==> config.mk <==
export PLATFORM = sky130hd
export DESIGN_NAME = txpa_align
export DESIGN_NICKNAME = d
export VERILOG_FILES = /design/src/rtl/txpa_pkg.sv /design/src/rtl/txpa_vote.sv /design/src/rtl/txpa_lane_store.sv /design/src/rtl/txpa_ctrl.sv /design/src/rtl/txpa_align.sv
export SDC_FILE = /design/constraint.sdc
export NUM_CORES = 1
export LEC_CHECK = 0
export BUFFER_PORTS_ARGS = -buffer_cell sky130_fd_sc_hd__buf_2
export CORE_UTILIZATION = 52
export CTS_CLUSTER_DIAMETER = 200
export CTS_CLUSTER_SIZE = 14
export DETAILED_ROUTE_END_ITERATION = 8
export GPL_ROUTABILITY_DRIVEN = 0
export PLACE_DENSITY = 0.82
export SLEW_MARGIN = 25
export SYNTH_ARGS = -nofsm -noshare
export SYNTH_HDL_FRONTEND = slang
export SYNTH_SLANG_ARGS = --single-unit
export TNS_END_PERCENT = 20
==> constraint.sdc <==
create_clock -name clk -period 5.5 [get_ports clk]
set_input_delay 0.825 -clock clk [delete_from_list [all_inputs] [get_ports clk]]
set_output_delay 0.825 -clock clk [all_outputs]
set_load 0.02 [all_outputs]
==> src/rtl/txpa_pkg.sv <==
package txpa_pkg;
  typedef enum logic [2:0] {
    C_IDLE, C_KICK, C_WAIT, C_STEP, C_LOCK, C_FAIL
  } ctrl_st_t;

  typedef enum logic [1:0] {
    V_IDLE, V_SETTLE, V_SAMPLE
  } vote_st_t;
endpackage

==> src/rtl/txpa_vote.sv <==
module txpa_vote #(
  parameter int SETTLE_W = 8,
  parameter int VOTES    = 3
) (
  input  logic                clk,
  input  logic                rst,
  input  logic                abort,
  input  logic                kick,
  input  logic [SETTLE_W-1:0] settle_len,
  input  logic                flag,
  output logic                settling,
  output logic                res_valid,
  output logic                res_bit
);
  import txpa_pkg::*;

  localparam int VW = $clog2(VOTES + 1);

  vote_st_t            st;
  logic [SETTLE_W-1:0] scnt;
  logic [VW-1:0]       vcnt;
  logic [VW-1:0]       ones;
  logic [VW-1:0]       total;

  assign total    = ones + VW'(flag);
  assign settling = (st == V_SETTLE);

  always_ff @(posedge clk) begin
    if (rst || abort) begin
      st        <= V_IDLE;
      scnt      <= '0;
      vcnt      <= '0;
      ones      <= '0;
      res_valid <= 1'b0;
      res_bit   <= 1'b0;
    end else begin
      res_valid <= 1'b0;
      case (st)
        V_IDLE: if (kick) begin
          st   <= V_SETTLE;
          scnt <= settle_len;
        end
        V_SETTLE: begin
          if (scnt == '0) begin
            st   <= V_SAMPLE;
            vcnt <= '0;
            ones <= '0;
          end else begin
            scnt <= scnt - 1'b1;
          end
        end
        V_SAMPLE: begin
          if (vcnt == VW'(VOTES - 1)) begin
            st        <= V_IDLE;
            res_valid <= 1'b1;
            res_bit   <= (total > VW'(VOTES / 2));
          end else begin
            ones <= total;
            vcnt <= vcnt + 1'b1;
          end
        end
        default: st <= V_IDLE;
      endcase
    end
  end

  assert_settle_holds_R4: assert property (@(posedge clk) disable iff (rst)
    (settling && scnt != '0 && !abort) |=> settling);
  assert_result_after_window_R5: assert property (@(posedge clk) disable iff (rst)
    res_valid |-> !settling && $past(st == V_SAMPLE));
endmodule

==> src/rtl/txpa_lane_store.sv <==
module txpa_lane_store #(
  parameter int LANES  = 8,
  parameter int CODE_W = 7,
  parameter int LANE_W = 3
) (
  input  logic              clk,
  input  logic              rst,
  input  logic              clr,
  input  logic [LANE_W-1:0] clr_lane,
  input  logic              wr,
  input  logic [LANE_W-1:0] wr_lane,
  input  logic [CODE_W-1:0] wr_code,
  input  logic [LANE_W-1:0] rd_lane,
  output logic [LANES-1:0]  lane_done,
  output logic [CODE_W-1:0] rd_code
);
  logic [CODE_W-1:0] code_r [LANES];

  for (genvar g = 0; g < LANES; g++) begin : g_lane
    always_ff @(posedge clk) begin
      if (rst) begin
        code_r[g]    <= '0;
        lane_done[g] <= 1'b0;
      end else if (clr && clr_lane == LANE_W'(g)) begin
        lane_done[g] <= 1'b0;
      end else if (wr && wr_lane == LANE_W'(g)) begin
        code_r[g]    <= wr_code;
        lane_done[g] <= 1'b1;
      end
    end
  end

  assign rd_code = code_r[rd_lane];

  assert_done_on_lock_R9: assert property (@(posedge clk) disable iff (rst)
    wr |=> lane_done[$past(wr_lane)]);
endmodule

==> src/rtl/txpa_ctrl.sv <==
module txpa_ctrl #(
  parameter int CODE_W = 7,
  parameter int LANE_W = 3
) (
  input  logic              clk,
  input  logic              rst,
  input  logic              start,
  input  logic [LANE_W-1:0] lane_sel,
  input  logic              res_valid,
  input  logic              res_bit,
  output logic              kick,
  output logic              pi_step,
  output logic [CODE_W-1:0] pi_code,
  output logic [LANE_W-1:0] pi_lane,
  output logic              done,
  output logic              err,
  output logic              lock_evt
);
  import txpa_pkg::*;

  localparam logic [CODE_W-1:0] STEP_MAX = '1;

  ctrl_st_t          st;
  logic [CODE_W-1:0] steps;
  logic              prev, have_prev, phase2;
  logic              trans;

  assign trans    = have_prev && (prev != res_bit);
  assign lock_evt = (st == C_WAIT) && res_valid && !start &&
                    have_prev && !prev && res_bit;
  assign kick     = (st == C_KICK) || (st == C_STEP);
  assign pi_step  = (st == C_STEP);
  assign done     = (st == C_LOCK);
  assign err      = (st == C_FAIL);

  always_ff @(posedge clk) begin
    if (rst) begin
      st        <= C_IDLE;
      pi_code   <= '0;
      pi_lane   <= '0;
      steps     <= '0;
      prev      <= 1'b0;
      have_prev <= 1'b0;
      phase2    <= 1'b0;
    end else if (start) begin
      st        <= C_KICK;
      pi_code   <= '0;
      pi_lane   <= lane_sel;
      steps     <= '0;
      prev      <= 1'b0;
      have_prev <= 1'b0;
      phase2    <= 1'b0;
    end else begin
      case (st)
        C_KICK, C_STEP: st <= C_WAIT;
        C_WAIT: if (res_valid) begin
          if (lock_evt) begin
            st <= C_LOCK;
          end else begin
            prev      <= res_bit;
            have_prev <= 1'b1;
            if (!phase2 && trans) begin
              phase2  <= 1'b1;
              steps   <= CODE_W'(1);
              pi_code <= pi_code + 1'b1;
              st      <= C_STEP;
            end else if (steps == STEP_MAX) begin
              st <= C_FAIL;
            end else begin
              steps   <= steps + 1'b1;
              pi_code <= pi_code + 1'b1;
              st      <= C_STEP;
            end
          end
        end
        default: ;
      endcase
    end
  end

  assert_step_by_one_R3: assert property (@(posedge clk) disable iff (rst)
    pi_step |-> pi_code == $past(pi_code) + 1'b1);
  assert_step_pulse_R3: assert property (@(posedge clk) disable iff (rst)
    pi_step |=> !pi_step);
  assert_start_clears_R2: assert property (@(posedge clk) disable iff (rst)
    start |=> (pi_code == '0 && !done && !err));
  assert_hold_locked_R8: assert property (@(posedge clk) disable iff (rst)
    (done && !start) |=> (done && $stable(pi_code)));
  assert_hold_failed_R7: assert property (@(posedge clk) disable iff (rst)
    (err && !start) |=> (err && $stable(pi_code)));
endmodule

==> src/rtl/txpa_align.sv <==
module txpa_align #(
  parameter int LANES    = 8,
  parameter int CODE_W   = 7,
  parameter int SETTLE_W = 8,
  parameter int VOTES    = 3,
  localparam int LANE_W  = (LANES > 1) ? $clog2(LANES) : 1
) (
  input  logic                clk,
  input  logic                rst,
  input  logic                start,
  input  logic [LANE_W-1:0]   lane_sel,
  input  logic [SETTLE_W-1:0] settle_len,
  input  logic                buf_half,
  output logic                pi_step,
  output logic [LANE_W-1:0]   pi_lane,
  output logic [CODE_W-1:0]   pi_code,
  output logic                settling,
  output logic                done,
  output logic                err,
  output logic [LANES-1:0]    lane_done,
  output logic [CODE_W-1:0]   lock_code
);
  logic kick, res_valid, res_bit, lock_evt;

  txpa_vote #(.SETTLE_W(SETTLE_W), .VOTES(VOTES)) u_vote (
    .clk(clk), .rst(rst), .abort(start), .kick(kick),
    .settle_len(settle_len), .flag(buf_half),
    .settling(settling), .res_valid(res_valid), .res_bit(res_bit)
  );

  txpa_ctrl #(.CODE_W(CODE_W), .LANE_W(LANE_W)) u_ctrl (
    .clk(clk), .rst(rst), .start(start), .lane_sel(lane_sel),
    .res_valid(res_valid), .res_bit(res_bit), .kick(kick),
    .pi_step(pi_step), .pi_code(pi_code), .pi_lane(pi_lane),
    .done(done), .err(err), .lock_evt(lock_evt)
  );

  txpa_lane_store #(.LANES(LANES), .CODE_W(CODE_W), .LANE_W(LANE_W)) u_store (
    .clk(clk), .rst(rst), .clr(start), .clr_lane(lane_sel),
    .wr(lock_evt), .wr_lane(pi_lane), .wr_code(pi_code),
    .rd_lane(lane_sel), .lane_done(lane_done), .rd_code(lock_code)
  );

  assert_no_step_while_settling_R4: assert property (@(posedge clk) disable iff (rst)
    pi_step |-> !settling);
  assert_done_err_exclusive_R6: assert property (@(posedge clk) disable iff (rst)
    $onehot0({done, err, settling}));
endmodule

# Yosys cells after proc, flatten, opt, wreduce, memory -nomap -nowiden
# Memories as Yosys holds them, arrays and structs flattened.
# Index checks and enable logic that the tools add are counted.
# word_totals
reg_bits,47
mem_bits_rw,56
out_inout_bits,29
word_cells,192
memories,1
# mem_list
memory,words,word_bits,rd,rd_clocked_by_memory_dff,write_ports,line_no,rtl
u_store.code_r,8,7,1,0,8,txpa_lane_store.sv:17,logic [CODE_W-1:0] code_r [LANES];
# op_classes
addsub,5
magnitude_cmp,1
eq_ne,32
n_mux,65
n_bitwise,10
n_reduce_logical,56
# ops
cell,n
7-bit two-way mux,12
1-bit two-way mux,36
3-bit == test (second input constant),10
1-bit logical AND,23
2-bit OR reduction,11
3-bit by 2-bit == test with 1-bit output (second input constant),6
8-bit two-way mux,2
8-bit case mux with 2 select lines,1
7-bit by 1-bit adder with 7-bit output (second input constant),2
2-bit two-way mux,6
3-bit two-way mux,4
3-bit AND reduction,4
3-bit by 1-bit == test with 1-bit output (second input constant),3
8-bit zero test,1
2-bit != test (second input constant),4
1-bit OR,8
2-bit case mux with 2 select lines,2
4-bit AND reduction,2
8-bit by 1-bit subtractor with 8-bit output (second input constant),1
7-bit == test (second input constant),1
3-bit zero test,2
2-bit by 1-bit != test with 1-bit output (second input constant),3
2-bit case mux with 3 select lines,1
3-bit case mux with 2 select lines,1
other kinds (14),23

# Depth between registers and ports, before layout
# depth
ltp_word,12
ltp_mapped,8

# By module
# A second synthesis with hierarchy kept.
# unflattened
cells_unflattened,441
hier_area_um2,5158.7
# modules_own_cells
module,n_inst,cells_per_inst,area_each_um2,seq_area_each_um2
txpa_lane_store,1,210,3064.2,1841.8
txpa_ctrl,1,123,1161.1,460.4
txpa_vote,1,108,933.4,320.3

# Worst setup path after synthesis
# OpenSTA, ideal clock, no wires.
# synth_timing
path_kind,input to output
from,input lane_sel[1]
to,output lock_code[0]
arrival_time_ns,2.118
path_slack_ns,2.557
cell_stages,4
n_path_buf,2
cell_sequence,clkbuf_1 -> clkbuf_1 -> mux4_2 -> mux2_2
# synth_between
elab_chain_cells,1
# synth_lines
element,line_no,rtl
"start, declared",txpa_align.sv:11,"input logic [LANE_W-1:0] lane_sel,"
memory 8 x 7 bit,n/a,
"end, declared",txpa_align.sv:21,output logic [CODE_W-1:0] lock_code
# Every way passes these cells.

# Worst setup path after layout
# layout_timing
from,input lane_sel[0]
to,output lock_code[4]
# The elaborated chain is that of the path after synthesis.

==> impl_summary.txt <==
----------------------------------------------------
[Clock network]
  Count of H-tree levels built during CTS ... 3
  Clock slew at reported path FFs ... about 0.090 ns
  CTS resizes ... 0
  CTS buffer count ... 9
  Clock tree from TritonCTS ... yes
  Buffer type at the clock tree root ... clkbuf_8
  Total setup buffers inserted after CTS ... 0
  Sinks on Clock Net ... between 100 and 150
  Quantity of hold-fixing buffers added after cts ... 0
  Clk Latency, worst-skew pair ... ~0.37 ns
  Maximum number of buffers from clock root to sink ... 2

[Final layout]
  Storage cell area ... between 2000 and 3000 um^2
  Combined area of the multi-input logic cells ... between 2000 and 2500 um^2
  Diodes inserted ... 0
  Non-filler instance count after layout ... 630
  Area of all placed cells without fillers ... about 5600 um^2
  Area growth from synthesis to final layout ... 8.699%
  Leading cell types in the layout, fill and taps excluded ... edfxtp_1 (56), and2_1 (55), dfxtp_1 (47)
  Number of inserted filler cells in the final layout ... between 800 and 900
  Most common cell after layout, fill and taps aside ... edfxtp_1
  # nets final ... 516
  Share of post-route cells with drive strength above 1 ... 0.1932

[Yosys]
  Netlist area before placement ... approximately 5200 um^2
  Synth Instances ... about 470
  Nets in the synthesized netlist ... 491
  Count of flip-flops with a built-in enable after synthesis ... 56
  Sequential fraction of the synthesis area ... 0.5051
  Register bit count reported by yosys ... 103
  Top flip-flop cell by instance count after synthesis ... edfxtp_1
  Post-synth ARST share ... 0
  Number of distinct library cells after synthesis ... 66
  Synthesized area per cell ... between 10 and 15 um^2
  Syn. warnings ... 0

[Global routing]
  Met2 usage in global routing ... 0.4210
  First-pass GRT wire length ... roughly 18000 um
  Number of antenna violations at the first check in global routing ... 0
  Via count of the first global-routing pass ... between 3000 and 4000
  Met1 demand-to-capacity share in global routing ... 0.2587
  Global-route usage over all layers ... 0.2323
  GR Overflow Total ... 0
  Met3 routing resource usage after global routing ... 0.05746
  Pin count of the biggest net entering global routing ... 34
  Global-route layer with the greatest usage ... met2

[Floorplan]
  Effective utilization at floorplan ... 0.5337
  Area of the die ... ~10000 um^2
  Row Count ... 36
  I/O pin count ... 44
  Die X ... 101.9 um
  Height of the chip ... between 100 and 150 um
  Standard cell core area ... a little under 10000 um^2

[Worst hold path]
  Path category of the worst min-delay check ... reg -> reg

[Detailed routing]
  Detailed Route WL ... about 11000 um
  Iteration count of the initial detailed-routing pass ... 5
  Wire length per cell ... 17.89 um
  Iteration-0 DRC count of the detailed router ... about 130
  Remaining antenna violation count after routing ... 0
  DR vias/cell ... a little under 6
  Vias after detailed routing ... around 3800
  DRC errors left ... 0

[Worst setup path]
  CP Launch Type ... primary input
  Worst Setup End Kind ... primary output
  Worst path required time ... around 4.7 ns
  Crit path arrival time ... around 2.3 ns
  Top fanout value on the critical path ... 20
  Start-to-end type of the worst setup path ... in -> out

[STA]
  Hold Vio Cnt, Final ... 0
  Pins over their slew limit ... 0
  Maximum clock frequency ... 320.6 MHz
  Fraction of the cycle the final worst path needs ... 0.5671
  Sum Neg Setup Slack ... 0 ns
  Slew at the pin closest to its max-slew limit ... between 0.7 and 0.8 ns
  Final Worst Setup Slack ... approximately 2.4 ns
  Max transition margin ... 0.4903
  Time the final worst path needs with I/O delays and setup ... roughly 3.1 ns
  Final clock skew ... 0.008454 ns
  Final Setup Violations ... 0
  Unrepaired setup endpoints after global routing ... false

[Placement]
  Detailed Place HPWL ... roughly 8000 um
  Number of input and output port buffers inserted ... 43
  Placement-stage cell area ... roughly 5500 um^2
  Instance count after placement with tap cells included ... around 610
  Post-placement setup slack ... between 2 and 2.5 ns

[Power and ir drop]
  Worst-case vdd ir drop ... 0.1614 mV
  Leakage power of the design ... about 2 nW
  PwrDens ... approximately 250 nW/um^2

[Run status]
  Run status ... finished clean

[Run]
  Number of maximum-capacitance constraint violations ... 0

----------------------------------------------------
[stage by stage]
stage                 util  total power, mW  hold WS, ns
floorplan                -           0.9594       0.4496
global placement    0.5617           0.9945       0.4469
detailed placement  0.5617           0.9976       0.4556
CTS                 0.5801            1.422       0.4774
global route        0.5801            1.463       0.4859
finish              0.5801            1.412       0.4667
[worst paths after layout]
check / startpoint / end / slack [ns] / cells past startpoint
min reg2reg: u_store.lane_done[7]$_SDFFE_PP0P_ / u_store.lane_done[7]$_SDFFE_PP0P_ / 0.47 / 1
min: u_store.lane_done[7]$_SDFFE_PP0P_ / u_store.lane_done[7]$_SDFFE_PP0P_ / 0.47 / 1
max reg2reg: u_vote.res_bit$_SDFFE_PP0P_ / u_store.code_r[3][1]$_SDFFCE_PN0P_ / 3.35 / 3
max: lane_sel[0] / lock_code[4] / 2.38 / 4
[cell type report]
type | count | area share
sequential | 103 | 0.4646
clock buffer | 10 | 0.02261
multi-input combinational | 325 | 0.4287
timing repair buffer | 44 | 0.03946
inverter | 9 | 0.005985
tap | 133 | 0.02948
clock inverter | 6 | 0.009089
[critical path, cell delays in order]
cell and delay, ns:
buf_2 0.44, mux4_2 0.58, mux2_2 0.28, buf_2 0.16
[sequential cells by signal, summed over array words and instances (netlist names), 2 cells and up]
| signal | flops |
|---|---|
| u_store.code_r | 56 |
| u_vote.scnt | 8 |
| u_ctrl.steps | 7 |
| u_store.lane_done | 8 |
| u_ctrl.st | 3 |
| u_vote.ones | 2 |
| u_vote.st | 2 |
| u_ctrl.pi_code | 7 |
| u_vote.vcnt | 2 |
| u_ctrl.pi_lane | 3 |
[routing by layer]
metal	share of wire	up-vias
met5	0	-
met4	0.033	0
met3	0.050	33
met2	0.52	105
met1	0.39	1826
li1	-	1795
[report_power, final]
group | leakage (nW) | internal, mW | switching (mW) | total (mW)
combinational | 1.00 | 0.0537 | 0.0774 | 0.131
sequential | 0.913 | 0.833 | 0.0162 | 0.850
clock | 0.0879 | 0.171 | 0.260 | 0.431
[cells by family after synthesis]
family	synth area share
adders and majority gates	0.02169
buffers and inverters	0.02891
AOI/OAI and AO/OA	0.1299
DFF	0.5051
xor gates and xnor gates	0.005061
and+or+nand+nor	0.2219
muxes	0.08747
[synthesized netlist by cell type, drive strengths merged, types with 3 or more instances]
cell type	count	area, um^2
ha	9	112.6
or3	6	37.54
a21o	12	90.09
a311oi	5	43.79
nand4b	4	35.03
a21oi	26	130.1
nor4	8	86.33
mux2	7	78.83
nor2	23	88.84
nor2b	15	93.84
a21boi	4	30.03
dfxtp	47	940.9
nand2	21	81.33
mux2i	6	60.06
and2	55	344.1
or4	3	22.52
a31oi	7	43.79
clkbuf	25	93.84
o31ai	5	37.54
nand3	14	75.07
o21ai	12	60.06
nand2b	7	43.79
buf	5	22.52
mux4	14	315.3
inv	9	33.78
edfxtp	56	1682
and3	8	50.05
nor3	8	56.31
nand4	5	31.28
a211oi	4	30.03
Note: power is estimated with default switching activity, not from simulation.
